<file path="src/rtl/idle_clk_pkg.sv">
package idle_clk_pkg;

    typedef enum logic [1:0] {
        ST_RUN  = 2'd0,
        ST_IDLE = 2'd1,
        ST_WAKE = 2'd2
    } pm_state_t;

    localparam int unsigned CTRL_ADDR = 0;
    localparam int unsigned CKS_ADDR  = 1;

endpackage

</file>
<file path="src/rtl/idle_regs.sv">
module idle_regs #(
    parameter int unsigned DATA_W = 8,
    parameter int unsigned ADDR_W = 1,
    parameter int unsigned SEL_W  = 3
) (
    input  logic              clk,
    input  logic              rst_n,
    input  logic              wr_ok,
    input  logic              we,
    input  logic [ADDR_W-1:0] addr,
    input  logic [DATA_W-1:0] wdata,
    input  logic              hw_clear,
    output logic              enter_req,
    output logic              idle_bit,
    output logic [SEL_W-1:0]  cks_sel,
    output logic [DATA_W-1:0] rdata
);
    import idle_clk_pkg::*;

    logic ctrl_hit;
    logic cks_hit;
    logic unused_wdata;

    assign ctrl_hit     = we && wr_ok && (addr == ADDR_W'(CTRL_ADDR));
    assign cks_hit      = we && wr_ok && (addr == ADDR_W'(CKS_ADDR));
    assign enter_req    = ctrl_hit && wdata[0];
    assign unused_wdata = ^wdata[DATA_W-1:SEL_W];

    // idle bit: set by software, cleared by hardware wake
    always_ff @(posedge clk or negedge rst_n) begin
        if (!rst_n) begin
            idle_bit <= 1'b0;
        end else if (hw_clear) begin
            idle_bit <= 1'b0;
        end else if (ctrl_hit) begin
            idle_bit <= wdata[0];
        end
    end

    // idle clock select field
    always_ff @(posedge clk or negedge rst_n) begin
        if (!rst_n) begin
            cks_sel <= '0;
        end else if (cks_hit) begin
            cks_sel <= wdata[SEL_W-1:0];
        end
    end

    always_comb begin
        rdata = '0;
        if (addr == ADDR_W'(CTRL_ADDR)) begin
            rdata[0] = idle_bit;
        end else if (addr == ADDR_W'(CKS_ADDR)) begin
            rdata[SEL_W-1:0] = cks_sel;
        end
    end

    AST_IDLE_WRITE_BLOCKED: assert property (@(posedge clk) disable iff (!rst_n)
        (we && !wr_ok) |=> $stable(cks_sel));

endmodule

</file>
<file path="src/rtl/idle_fsm.sv">
module idle_fsm #(
    parameter int unsigned NUM_IRQ = 8
) (
    input  logic               clk,
    input  logic               rst_n,
    input  logic               enter_req,
    input  logic [NUM_IRQ-1:0] irq_req,
    input  logic [NUM_IRQ-1:0] irq_en,
    input  logic               idle_bit,
    output logic               wr_ok,
    output logic               hw_clear,
    output logic               div_clear,
    output logic               in_idle,
    output logic               cpu_en,
    output logic               wake_pulse
);
    import idle_clk_pkg::*;

    pm_state_t state;
    pm_state_t state_nx;
    logic      wake_req;

    // sampled every oscillator cycle, independent of the divide ratio
    assign wake_req = |(irq_req & irq_en);

    always_comb begin
        state_nx = state;
        unique case (state)
            ST_RUN:  if (enter_req) state_nx = ST_IDLE;
            ST_IDLE: if (wake_req)  state_nx = ST_WAKE;
            ST_WAKE: state_nx = enter_req ? ST_IDLE : ST_RUN;
            default: state_nx = ST_RUN;
        endcase
    end

    always_ff @(posedge clk or negedge rst_n) begin
        if (!rst_n) begin
            state <= ST_RUN;
        end else begin
            state <= state_nx;
        end
    end

    always_comb begin
        wr_ok      = 1'b1;
        hw_clear   = 1'b0;
        div_clear  = 1'b0;
        in_idle    = 1'b0;
        cpu_en     = 1'b1;
        wake_pulse = 1'b0;
        unique case (state)
            ST_RUN: begin
                div_clear = enter_req;
            end
            ST_IDLE: begin
                wr_ok    = 1'b0;
                in_idle  = 1'b1;
                cpu_en   = 1'b0;
                hw_clear = wake_req;
            end
            ST_WAKE: begin
                wake_pulse = 1'b1;
                div_clear  = enter_req;
            end
            default: begin
                wr_ok = 1'b1;
            end
        endcase
    end

    AST_ENTER_IDLE: assert property (@(posedge clk) disable iff (!rst_n)
        enter_req |=> (state == ST_IDLE && idle_bit));

    AST_WAKE_CLEARS: assert property (@(posedge clk) disable iff (!rst_n)
        (state == ST_IDLE && wake_req) |=> (state == ST_WAKE && !idle_bit));

    AST_WAKE_LATENCY: assert property (@(posedge clk) disable iff (!rst_n)
        (state == ST_IDLE && !wake_req) |=> (state == ST_IDLE));

endmodule

</file>
<file path="src/rtl/idle_div.sv">
module idle_div #(
    parameter int unsigned DIV_W = 7,
    parameter int unsigned SEL_W = 3
) (
    input  logic             clk,
    input  logic             rst_n,
    input  logic             clear,
    input  logic             in_idle,
    input  logic [SEL_W-1:0] sel,
    output logic             periph_en
);
    logic [DIV_W-1:0] cnt;
    logic [DIV_W-1:0] mask;
    logic             tick;

    // mask of the low N bits, N = sel
    for (genvar i = 0; i < DIV_W; i++) begin : g_mask
        assign mask[i] = (int'(sel) > i);
    end

    always_ff @(posedge clk or negedge rst_n) begin
        if (!rst_n) begin
            cnt <= '0;
        end else if (clear) begin
            cnt <= '0;
        end else begin
            cnt <= cnt + 1'b1;
        end
    end

    assign tick      = &(cnt | ~mask);
    assign periph_en = !in_idle || tick;

    AST_DIV_RESTART: assert property (@(posedge clk) disable iff (!rst_n)
        $rose(in_idle) |-> (cnt == '0));

    AST_SINGLE_PULSE: assert property (@(posedge clk) disable iff (!rst_n)
        (in_idle && sel != '0 && periph_en) |=> (!periph_en || !in_idle));

endmodule

</file>
<file path="src/rtl/idle_clk_ctrl.sv">
module idle_clk_ctrl #(
    parameter int unsigned DATA_W  = 8,
    parameter int unsigned ADDR_W  = 1,
    parameter int unsigned NUM_IRQ = 8,
    parameter int unsigned DIV_W   = 7
) (
    input  logic               clk,
    input  logic               rst_n,
    input  logic               reg_we,
    input  logic [ADDR_W-1:0]  reg_addr,
    input  logic [DATA_W-1:0]  reg_wdata,
    output logic [DATA_W-1:0]  reg_rdata,
    input  logic [NUM_IRQ-1:0] irq_req,
    input  logic [NUM_IRQ-1:0] irq_en,
    output logic               cpu_clk_en,
    output logic               periph_clk_en,
    output logic               idle_o,
    output logic               wake_evt
);
    localparam int unsigned SEL_W = $clog2(DIV_W + 1);

    logic             wr_ok;
    logic             hw_clear;
    logic             div_clear;
    logic             enter_req;
    logic             idle_bit;
    logic [SEL_W-1:0] cks_sel;

    idle_regs #(
        .DATA_W (DATA_W),
        .ADDR_W (ADDR_W),
        .SEL_W  (SEL_W)
    ) u_regs (
        .clk       (clk),
        .rst_n     (rst_n),
        .wr_ok     (wr_ok),
        .we        (reg_we),
        .addr      (reg_addr),
        .wdata     (reg_wdata),
        .hw_clear  (hw_clear),
        .enter_req (enter_req),
        .idle_bit  (idle_bit),
        .cks_sel   (cks_sel),
        .rdata     (reg_rdata)
    );

    idle_fsm #(
        .NUM_IRQ (NUM_IRQ)
    ) u_fsm (
        .clk        (clk),
        .rst_n      (rst_n),
        .enter_req  (enter_req),
        .irq_req    (irq_req),
        .irq_en     (irq_en),
        .idle_bit   (idle_bit),
        .wr_ok      (wr_ok),
        .hw_clear   (hw_clear),
        .div_clear  (div_clear),
        .in_idle    (idle_o),
        .cpu_en     (cpu_clk_en),
        .wake_pulse (wake_evt)
    );

    idle_div #(
        .DIV_W (DIV_W),
        .SEL_W (SEL_W)
    ) u_div (
        .clk       (clk),
        .rst_n     (rst_n),
        .clear     (div_clear),
        .in_idle   (idle_o),
        .sel       (cks_sel),
        .periph_en (periph_clk_en)
    );

    AST_RUN_FULL_SPEED: assert property (@(posedge clk) disable iff (!rst_n)
        !idle_o |-> periph_clk_en);

    AST_EXIT_VIA_WAKE: assert property (@(posedge clk) disable iff (!rst_n)
        $fell(idle_o) |-> (wake_evt && cpu_clk_en));

    AST_WAKE_ONE_CYCLE: assert property (@(posedge clk) disable iff (!rst_n)
        wake_evt |=> !wake_evt);

endmodule

</file>
<file path="config.mk">
export PLATFORM = sky130hd
export DESIGN_NAME = idle_clk_ctrl
export DESIGN_NICKNAME = d
export VERILOG_FILES = /design/src/rtl/idle_clk_pkg.sv /design/src/rtl/idle_regs.sv /design/src/rtl/idle_fsm.sv /design/src/rtl/idle_div.sv /design/src/rtl/idle_clk_ctrl.sv
export SDC_FILE = /design/constraint.sdc
export NUM_CORES = 1
export LEC_CHECK = 0
export CORE_MARGIN = 2
export CORE_UTILIZATION = 37
export CTS_CLUSTER_DIAMETER = 100
export DETAILED_ROUTE_END_ITERATION = 12
export PLACE_DENSITY = 0.77
export SLEW_MARGIN = 10
export SYNTH_ARGS = -nofsm -noshare
export SYNTH_HDL_FRONTEND = slang
export SYNTH_SLANG_ARGS = --single-unit
</file>
<file path="constraint.sdc">
create_clock -name clk -period 1.35 [get_ports clk]
set_input_delay 0.405 -clock clk [delete_from_list [all_inputs] [get_ports clk]]
set_output_delay 0.405 -clock clk [all_outputs]
set_load 0.01 [all_outputs]
</file>
## Word level (Yosys, flattened, before mapping)

Cells that the tools add are included.

| operators by class | value |
|---|---|
| mux-type cells | 14 |
| magnitude comparators | 7 |
| add/subtract/negate cells | 1 |
| bitwise gates (word level) | 4 |
| equal/unequal tests | 4 |
| reductions and logical operators | 12 |

Operator list:

| kind | count |
|---|---|
| $gt 3x3->1 const B | 3 |
| $mux 1 | 9 |
| $and 8x8->8 | 1 |
| $reduce_or 8->1 | 1 |
| $add 7x1->7 const B | 1 |
| $mux 7 | 1 |
| $not 7->7 | 1 |
| $or 7x7->7 | 1 |
| $reduce_and 7->1 | 1 |
| $gt 3x1->1 const B | 2 |
| $gt 3x2->1 const B | 2 |
| $mux 2 | 3 |
| $pmux 2 s3 | 1 |
| $logic_and 1x1->1 | 4 |
| $ne 2x1->1 const B | 2 |
| $eq 2x1->1 const B | 1 |
| $eq 2x2->1 const B | 1 |
| $logic_not 2->1 | 1 |
| $reduce_and 2->1 | 1 |
| $reduce_bool 2->1 | 1 |
| $reduce_or 2->1 | 1 |
| $logic_not 1->1 | 1 |
| $logic_or 1x1->1 | 1 |
| $not 1->1 | 1 |

| word-level totals | value |
|---|---|
| bits in registers | 13 |
| output and inout bits | 12 |

## Longest topological paths before layout

Gate-level depths: netlist (run 1).

| logic depth | value |
|---|---|
| word-level depth | 7 |
| depth in mapped cells | 4 |
| depth with buffers taken out | 4 |

## By module

A second synthesis (run 1) with hierarchy kept.

| second synthesis, totals | value |
|---|---|
| cells, all modules | 75 |
| area, all modules | 749.5 um^2 |

By module, submodules not included:

| module | seq. area each (um^2) | instances | cells an instance | area each (um^2) |
|---|---|---|---|---|
| idle_div | 175.2 | 1 | 37 | 349.1 |
| idle_regs | 100.1 | 1 | 23 | 249.0 |
| idle_fsm | 50.0 | 1 | 15 | 151.4 |

## Worst setup path before layout (run 1)

Ideal clock, no wire load.

| timing path | value |
|---|---|
| path type | reg2out |
| from | reg u_div.cnt[2] |
| to | out periph_clk_en |
| cell stages (with the launch flop) | 5 |
| path slack | 0.042 ns |
| data arrival time | 0.903 ns |
| path through | dfrtp_1 and2_1 o21ai_0 a21oi_1 o21a_1 |

| on the way | value |
|---|---|
| longest elaborated chain between the ends | 3 |

RTL lines:

| element | line | source |
|---|---|---|
| from (decl) | idle_div.sv:12 | `logic [DIV_W-1:0] cnt;` |
| from (signal assigned) | idle_div.sv:27 | `cnt <= cnt + 1'b1;` |
| $or 7x7->7 | idle_div.sv:31 | `assign tick = &(cnt \| ~mask);` |
| $reduce_and 7->1 | idle_div.sv:31 |  |
| $logic_or 1x1->1 | idle_div.sv:32 | `assign periph_en = !in_idle \|\| tick;` |
| to (decl) | idle_clk_ctrl.sv:16 | `output logic periph_clk_en,` |

Every way passes these cells.

## Worst setup path in the final report (run 1)

Same ends and word-level chain as after synthesis.

==> impl_metrics.toml, run 1 <==
[outcome]
status = "finished with violations"
failing_checks = "negative setup slack"

[place]
placed_cell_area_um2 = 1160
place_inst = 143
post-dp-hpwl_mm = 1.35
numPortBuffers = 29
dpl_worst_slack_ps = -773
place.gp.congestion = 0.755

[power_and_ir_drop]
combinationalPowerShare_pct = 44.5
cell_pwr_density_nw_per_um2 = 1160
leakagePower_nw = 0.578
power.share.sequential_pct = 38.3
power.total_mw = 1.45
p_int_mw = 0.995
power.net_switching_mw = 0.453
irDropWorstVdd_mv = 0.475
pwr-share-clk_pct = 17.3
net_sw_share_pct = 31.3

[worst_setup_path]
r2r-start = "u_fsm.state[1]"
worst-endpoint-arrival_ps = 1360
critPathCapture = "periph_clk_en"
crit_slowest_cell = "sky130_fd_sc_hd__dfrtp_1"
crit_fanout = 3
critical_path.reg2reg.endpoint = "u_regs.cks_sel[1]"
timing.critical_path.from = "u_div.cnt[2]"
endpoint_kind = "primary output"
critical_path.top_delay_family = "compound AO/OA/AOI/OAI gates"
timing_worst_setup_path_type = "reg -> out"
crit_path_frequent_cell = "sky130_fd_sc_hd__o211ai_1"
setup.worst_path.start_class = "flop"
worst-r2r-setup-slack_ps = -20
worstPathCellList = "buf_6 > o211ai_1 > o211ai_1 > o21a_1 > buf_2"
worst-path-stages = 5
reg2regPathDepth = 5
critPathMaxStageDelay_ps = 390
number_of_buffer_and_inverter_instances_along_the_worst_setup_path = 2
worst-endpoint-required_ps = 950

[logic_synthesis]
synth.lib_cells_used.distinct = 29
yosys_warnings = 0
synth-async-reset-ratio_pct = 100
part_of_the_yosys_area_used_for_sequential_elements_pct = 44.4
netlist_instances = 72
syn-mean-instance-area_um2 = 10.2
netlist_area_um2 = 732
synth_seq_cells = 13
postSynth.topFlopCell = "sky130_fd_sc_hd__dfrtp_1"
synth-edff-count = 0

[clocking]
clkSinkCount = 13
tritoncts.num_buffers = 3
tritoncts_clock_tree = "yes"
cts_htree_levels = 1
clock_tree.root_cell = "sky130_fd_sc_hd__clkbuf_4"
maximum_clock_path_buffer_count = 2
clkLatencyLatePin_ps = 280
clk_pin_slew_worst_paths_ps = 80

[detailed_routing]
wire_per_inst_um = 12.9
avgViaCountPerCell = 4.77
postRouteAntennaNets = 0
firstDrtPassIters = 4
dr.first_iter.drc_count = 12
route.final.wire_length_mm = 1.93
dr_total_vias = 716
route.detailed.drc = 0

[timing]
whs_ps = 421
fin_ws_ps = -414
finalHoldViolations = 0
max_clock_freq_mhz = 567
final.setup_skew_ps = 4.82
setup_total_negative_slack_ps = -1490
finalWorstPathRequiredPeriod_ps = 1760
rsz_0062_raised_after_global_routing = "true"
final-setup-viol-count = 9
post-route-period-util_pct = 131
finalMaxSlewViolations = 0

[job]
max_cap_viol_count = 0

[final_layout]
most_common_library_cell_in_the_layout_ignoring_fill_and_taps = "sky130_fd_sc_hd__clkdlybuf4s50_1"
antenna_cells_inserted = 0
final_cells = 150
layout-drive-gt1-share_pct = 35.8
synthToLayoutAreaGrowth_pct = 70.1
postLayoutCoreUtil_pct = 64.8
most-common-layout-cells = "sky130_fd_sc_hd__clkdlybuf4s50_1 (21), sky130_fd_sc_hd__buf_4 (13), sky130_fd_sc_hd__dfrtp_1 (13)"
layout.cell_area.non_filler_um2 = 1240
design.final.nets = 153

[die]
initial_core_util_pct = 38.1
io_pins = 40
core_area_um2 = 1920
rows = 16
die_area_um2 = 2350
die-width_um = 48.5
die_height_um = 48.5

[global_routing]
grt_pass1_wl_mm = 3.12
grt_use_total_pct = 17.7
antenna_found_initial = 0
gr-total-overflow = 0
first_global_vias = 774
grt_start_max_net_pins = 14

[min_path]
worstHoldPathType = "in -> async"
==> metal layers <==
layer  GRT usage, %  part of all wire, %  vias up
met5              0                    0        -
met4           10.0                  1.3        0
met3           4.32                  5.6        2
met2           31.7                   55       32
met1           19.1                   38      341
li1               -                    -      341
==> power by group through the flow <==
stage	sequential, mW	clock (mW)	combinational, mW
global route	0.564	0.274	0.704
detailed placement	0.550	0	0.544
global placement	0.546	0	0.531
floorplan	0.561	0	0.240
CTS	0.548	0.254	0.596
finish	0.554	0.250	0.644
==> worst min-delay path by stage <==
stage / from / endpoint / slack (ps) / depth (start not counted)
global placement: u_regs.idle_bit / u_regs.idle_bit / 520 / 2
global route: rst_n / u_fsm.state[0] / 440 / 2
CTS: rst_n / u_regs.idle_bit / 430 / 2
finish: rst_n / u_div.cnt[1] / 420 / 2
floorplan: rst_n / u_div.cnt[0] / 110 / 0
detailed placement: u_regs.idle_bit / u_regs.idle_bit / 520 / 2
==> final cells by class <==
type                       instances  area [um^2]
clock buffer                       4         26.3
fill                             171          677
inverter                           2         10.0
multi-input combinational         55          385
sequential                        13          325
tap                               27         33.8
timing repair buffer              49          464
==> state kept, by name (all words and copies together), names as in the netlist <==
signal / cells
u_div.cnt: 7
u_regs.idle_bit: 1
u_regs.cks_sel: 3
u_fsm.state: 2
==> worst reg2reg max path, cell delays in order (launching register included) <==
cell and delay, ps:
sky130_fd_sc_hd__dfrtp_1 390, sky130_fd_sc_hd__nand2b_4 160, sky130_fd_sc_hd__buf_6 130, sky130_fd_sc_hd__buf_6 110, sky130_fd_sc_hd__and3_4 170, sky130_fd_sc_hd__mux2_4 290
==> cells in the mapped netlist, types with 2 or more instances <==
library cell,n,area (um^2)
sky130_fd_sc_hd__inv_1,2,7.51
sky130_fd_sc_hd__a21oi_1,2,10.0
sky130_fd_sc_hd__xor2_1,4,35.0
sky130_fd_sc_hd__a22oi_1,4,30.0
sky130_fd_sc_hd__nand2_1,3,11.3
sky130_fd_sc_hd__and2_1,4,25.0
sky130_fd_sc_hd__buf_4,5,37.5
sky130_fd_sc_hd__mux2_4,2,30.0
sky130_fd_sc_hd__nor2_1,9,33.8
sky130_fd_sc_hd__nand4_1,3,18.8
sky130_fd_sc_hd__dfrtp_1,13,325
sky130_fd_sc_hd__o211ai_1,2,15.0
sky130_fd_sc_hd__o21ai_0,3,15.0
==> kinds of logic after synthesis <==
group	synth area share, %
fa+ha+maj	1.71
xor+xnor	5.98
other cells	0.512
compound gates	11.6
flops	44.4
mux	7.01
buf+inv	6.84
simple gates	21.9
==> what timing repair did <==
| action | 4_1_cts | 5_1_grt |
|---|---|---|
| hold buffers | 0 | 0 |
| pin swaps | 5 | 6 |
| setup endpoints to repair | 9 | 9 |
| gates resized for setup | 47 | 7 |
| endpoints found under the hold margin | 0 | 0 |
| buffers inserted | 2 | 3 |
Power figures use the tool's default switching activity.
==> run 2: changes to the inputs <==
Settings changed: CORE_UTILIZATION 37 to 23, HOLD_SLACK_MARGIN from default to 0.06, PLACE_DENSITY 0.77 to 0.55.
==> impl_metrics.toml, run 2 (same netlist as run 1, synthesis figures left out) <==
[worst_setup_path]
setup.worst_path.start_class = "flop"
crit_path_frequent_cell = "sky130_fd_sc_hd__buf_4"
timing_worst_setup_path_type = "reg -> out"
reg2regPathDepth = 5
endpoint_kind = "primary output"
worst-endpoint-required_ps = 950
worstPathCellList = "buf_4 > buf_4 > mux2_2 > buf_6"
worst-endpoint-arrival_ps = 1340
critPathMaxStageDelay_ps = 420
crit_slowest_cell = "sky130_fd_sc_hd__dfrtp_1"
crit_fanout = 4

[final_layout]
most-common-layout-cells = "sky130_fd_sc_hd__clkdlybuf4s50_1 (21), sky130_fd_sc_hd__buf_4 (16), sky130_fd_sc_hd__buf_6 (13), sky130_fd_sc_hd__dfrtp_1 (13), sky130_fd_sc_hd__nor2_1 (9)"
top_regs = "u_div.cnt: 7 flops, u_regs.cks_sel: 3 flops, u_fsm.state: 2 flops"
synthToLayoutAreaGrowth_pct = 75.7
flip_flop_count_of_the_largest_register_after_layout = 7
antenna_cells_inserted = 0
design.final.nets = 156
nFillCells = 300
top_register = "u_div.cnt"
most_common_library_cell_in_the_layout_ignoring_fill_and_taps = "sky130_fd_sc_hd__clkdlybuf4s50_1"
layout-drive-gt1-share_pct = 34.9
final_cells = 170

[clocking]
cts_hold_buf = 0
tritoncts.num_buffers = 3
clkLatencyLatePin_ps = 270
clk_pin_slew_worst_paths_ps = 80
cts_htree_levels = 1
maximum_clock_path_buffer_count = 2
tritoncts_clock_tree = "yes"
clock_tree.root_cell = "sky130_fd_sc_hd__clkbuf_4"
clkSinkCount = 13

[detailed_routing]
avgViaCountPerCell = 4.09
met3RoutedLength_um = 83
route.final.wire_length_mm = 1.86
firstDrtPassIters = 4
route.detailed.drc = 0
dr.max_layer_used = "met4"
dr_total_vias = 696
postRouteAntennaNets = 0
dr.first_iter.drc_count = 14
wire_per_inst_um = 10.9
wl_met1_um = 787
met2_wirelength_um = 967

[place]
dpl_worst_slack_ps = -753
numPortBuffers = 29
place_inst = 163
post-dp-hpwl_mm = 1.48
place.gp.congestion = 0.766

[timing]
final.setup_skew_ps = 1.63
post-route-period-util_pct = 129
finalHoldViolations = 0
rsz_0062_raised_after_global_routing = "true"
fin_ws_ps = -397
finalWorstPathRequiredPeriod_ps = 1750
final-setup-viol-count = 9
finalMaxSlewViolations = 0
max_clock_freq_mhz = 572

[die]
core_area_um2 = 3030
die_area_um2 = 3650
initial_core_util_pct = 24.2
die-width_um = 60.4
io_pins = 40
die_height_um = 60.4
rows = 20

[min_path]
worstHoldPathType = "in -> async"

[power_and_ir_drop]
cell_pwr_density_nw_per_um2 = 1110
irDropWorstVdd_mv = 0.305
leakagePower_nw = 0.595

[global_routing]
grt_use_total_pct = 11.5
gr-total-overflow = 0
antenna_found_initial = 0
grt_start_max_net_pins = 14
grt_pass1_wl_mm = 3.05
first_global_vias = 731

[job]
max_cap_viol_count = 0

[outcome]
status = "finished with violations"
failing_checks = "negative setup slack"
run 2: final timing paths:
check | start | end | slack, ps
setup / recovery | u_regs.cks_sel[0] | reg_rdata[0] | -400
hold / removal | rst_n | u_regs.idle_bit | 430
setup reg to reg | u_fsm.state[1] | u_regs.cks_sel[1] | -20
hold reg to reg | u_regs.idle_bit | u_regs.idle_bit | 550
max in group asynchronous | rst_n | u_fsm.state[1] | 750
min in group clk | u_regs.idle_bit | u_regs.idle_bit | 550
run 2: critical path: cells and delay by family (launching register included):
kind / cells / cell delay (ps)
DFF: 1 / 420
buffers and inverters: 3 / 390
muxes: 1 / 260
run 2: routing by layer:
metal	track usage (%)	vias up
met5	0	-
met4	5.59	0
met3	1.92	2
met2	20.2	23
met1	13.5	325
li1	-	346
run 2: layout make-up:
class | instances | area (um^2) | share of cell area [%]
repair buffers | 52 | 490 | 38.1
flip-flops and latches | 13 | 325 | 25.3
well taps | 44 | 55.1 | 4.28
clock buffers | 4 | 26.3 | 2.04
inverters | 2 | 10.0 | 0.778
multi-input cells | 55 | 379 | 29.5
run 2: power by group:
| group | internal (mW) | leakage (nW) | switching, mW |
|---|---|---|---|
| Clock | 0.114 | 0.0150 | 0.132 |
| Sequential | 0.481 | 0.165 | 0.0641 |
| Combinational | 0.394 | 0.415 | 0.236 |
| Total | 0.990 | 0.595 | 0.432 |
run 2: what timing repair did:
item,CTS,global route
resized for setup,45,6
pin swaps,3,1
endpoints found under the hold margin,0,0
setup buffers,4,3
setup endpoints to repair,7,7
run 2: per-stage QoR:
stage          TNS, ps  hold WS [ps]  cell area, um^2  util (%)  power [mW]
4_1_cts          -1550           423             1270      41.9        1.43
6_report         -1470           426             1290      42.5        1.42
2_1_floorplan        0           109              747         -       0.801
5_1_grt          -1890           448             1290      42.5        1.53
3_5_place_dp     -6470           538             1200      39.6        1.14
3_3_place_gp     -6250           527             1200      39.6        1.13
==> run 3: changes to the inputs <==
Settings changed: CELL_PAD_IN_SITES_DETAIL_PLACEMENT from default to 0, CELL_PAD_IN_SITES_GLOBAL_PLACEMENT from default to 1, CORE_MARGIN 2 to 10, PLACE_DENSITY 0.55 to 0.71.
==> impl_metrics.toml, run 3 (same netlist as run 1, synthesis figures left out) <==
[power_and_ir_drop]
pwr-share-clk_pct = 18.3
leakagePower_nw = 0.583
power.share.sequential_pct = 38.6
combinationalPowerShare_pct = 43.1
net_sw_share_pct = 32.1
p_int_mw = 0.983
irDropWorstVdd_mv = 0.316
cell_pwr_density_nw_per_um2 = 1140
power.total_mw = 1.45
power.net_switching_mw = 0.465

[clocking]
clock_tree.root_cell = "sky130_fd_sc_hd__clkbuf_4"
maximum_clock_path_buffer_count = 2
cts_htree_levels = 1
tritoncts_clock_tree = "yes"
clkLatencyLatePin_ps = 290
tritoncts.num_buffers = 3
clkSinkCount = 13
clk_pin_slew_worst_paths_ps = 100

[outcome]
failing_checks = "negative setup slack"
status = "finished with violations"

[place]
post-dp-hpwl_mm = 1.75
place.gp.congestion = 0.707
place_inst = 163
numPortBuffers = 29
placed_cell_area_um2 = 1200

[die]
die_height_um = 76.4
core_area_um2 = 3050
initial_core_util_pct = 24.0
rows = 20
io_pins = 40
die_area_um2 = 5840
die-width_um = 76.4

[timing]
finalMaxSlewViolations = 0
setup_total_negative_slack_ps = -1540
final.setup_skew_ps = 12.6
max_clock_freq_mhz = 568
fin_ws_ps = -412
rsz_0062_raised_after_global_routing = "true"
finalHoldViolations = 0
whs_ps = 404
final-setup-viol-count = 7
post-route-period-util_pct = 131
finalWorstPathRequiredPeriod_ps = 1760

[detailed_routing]
postRouteAntennaNets = 0
firstDrtPassIters = 4
dr_total_vias = 714
wl_met1_um = 885
dr.max_layer_used = "met4"
avgViaCountPerCell = 4.25
dr.first_iter.drc_count = 45
met3RoutedLength_um = 207
met2_wirelength_mm = 1.14
route.final.wire_length_mm = 2.29
route.detailed.drc = 0
wire_per_inst_um = 13.6

[worst_setup_path]
number_of_buffer_and_inverter_instances_along_the_worst_setup_path = 1
worstPathCellList = "nor2_2 > a21oi_1 > o211ai_1 > o21a_1 > buf_2"
crit_fanout = 3
worst-path-stages = 5
endpoint_kind = "primary output"
worst-endpoint-required_ps = 950
r2r-start = "u_fsm.state[1]"
critical_path.reg2reg.endpoint = "u_regs.cks_sel[2]"
timing_worst_setup_path_type = "reg -> out"
worst-r2r-setup-slack_ps = 10
critPathCapture = "periph_clk_en"
timing.critical_path.from = "u_regs.cks_sel[2]"
critPathMaxStageDelay_ps = 440
reg2regPathDepth = 5
setup.worst_path.start_class = "flop"
worst-endpoint-arrival_ps = 1360
critical_path.top_delay_family = "flip-flops"
crit_slowest_cell = "sky130_fd_sc_hd__dfrtp_1"

[final_layout]
flip_flop_count_of_the_largest_register_after_layout = 7
layout.cell_area.non_filler_um2 = 1270
final_cells = 168
nFillCells = 317
most_common_library_cell_in_the_layout_ignoring_fill_and_taps = "sky130_fd_sc_hd__clkdlybuf4s50_1"
synthToLayoutAreaGrowth_pct = 73.2
most-common-layout-cells = "sky130_fd_sc_hd__clkdlybuf4s50_1 (21), sky130_fd_sc_hd__buf_4 (14), sky130_fd_sc_hd__buf_6 (12), sky130_fd_sc_hd__dfrtp_1 (12), sky130_fd_sc_hd__nor2_1 (8)"
antenna_cells_inserted = 0
top_register = "u_div.cnt"
layout-drive-gt1-share_pct = 34.7
design.final.nets = 154
top_regs = "u_div.cnt: 7 flops, u_regs.cks_sel: 3 flops, u_fsm.state: 2 flops"

[min_path]
worstHoldPathType = "in -> async"

[global_routing]
antenna_found_initial = 0
grt_start_max_net_pins = 14
first_global_vias = 788
grt_pass1_wl_mm = 3.56
grt_use_total_pct = 7.62
gr-total-overflow = 0

[job]
max_cap_viol_count = 0
## run 3: worst min path at each step
stage                          from               to  slack (ps)  cells past startpoint
CTS                           rst_n  u_regs.idle_bit         410                      2
global placement    u_regs.idle_bit  u_regs.idle_bit         520                      2
finish                        rst_n  u_regs.idle_bit         400                      2
floorplan                     rst_n     u_div.cnt[0]         110                      0
global route                  rst_n  u_regs.idle_bit         420                      2
detailed placement  u_regs.idle_bit  u_regs.idle_bit         510                      2
## run 3: layout make-up
type	count	area (um^2)	share of cell area (%)
Tap cell	44	55.1	4.34
Multi-Input combinational cell	55	380	30.0
Timing Repair Buffer	50	469	37.0
Sequential cell	13	327	25.8
Inverter	2	10.0	0.790
Clock buffer	4	26.3	2.07
## run 3: power groups by stage
stage | sequential [mW] | clock [mW] | combinational (mW)
finish | 0.559 | 0.265 | 0.624
global route | 0.570 | 0.301 | 0.685
CTS | 0.551 | 0.271 | 0.611
detailed placement | 0.555 | 0 | 0.595
global placement | 0.550 | 0 | 0.575
floorplan | 0.561 | 0 | 0.240
## run 3: worst reg2reg max path, cell delays in order (launching register included)
cell                       delay, ps
sky130_fd_sc_hd__dfrtp_1         380
sky130_fd_sc_hd__nand2b_4        160
sky130_fd_sc_hd__buf_6           120
sky130_fd_sc_hd__buf_6           110
sky130_fd_sc_hd__and3_4          180
sky130_fd_sc_hd__mux2_4          300
## run 3: timing repair
action / CTS / global route
gates resized for setup: 44 / 9
pin swaps: 3 / 1
setup endpoints to repair: 7 / 10
buffers inserted: 2 / 3
hold buffers: 0 / 0
hold endpoints to repair: 0 / 0
## run 3: routing by layer
metal,global-route usage [%],vias up
li1,-,341
met1,7.45,340
met2,12.7,29
met3,3.18,4
met4,5.58,0
met5,0,-
## run 3: metrics by stage
step                utilization [%]  setup WS (ps)
floorplan                         -           42.0
global placement               39.3           -749
detailed placement             39.3           -773
CTS                            41.0           -421
global route                   41.5           -491
finish                         41.5           -412
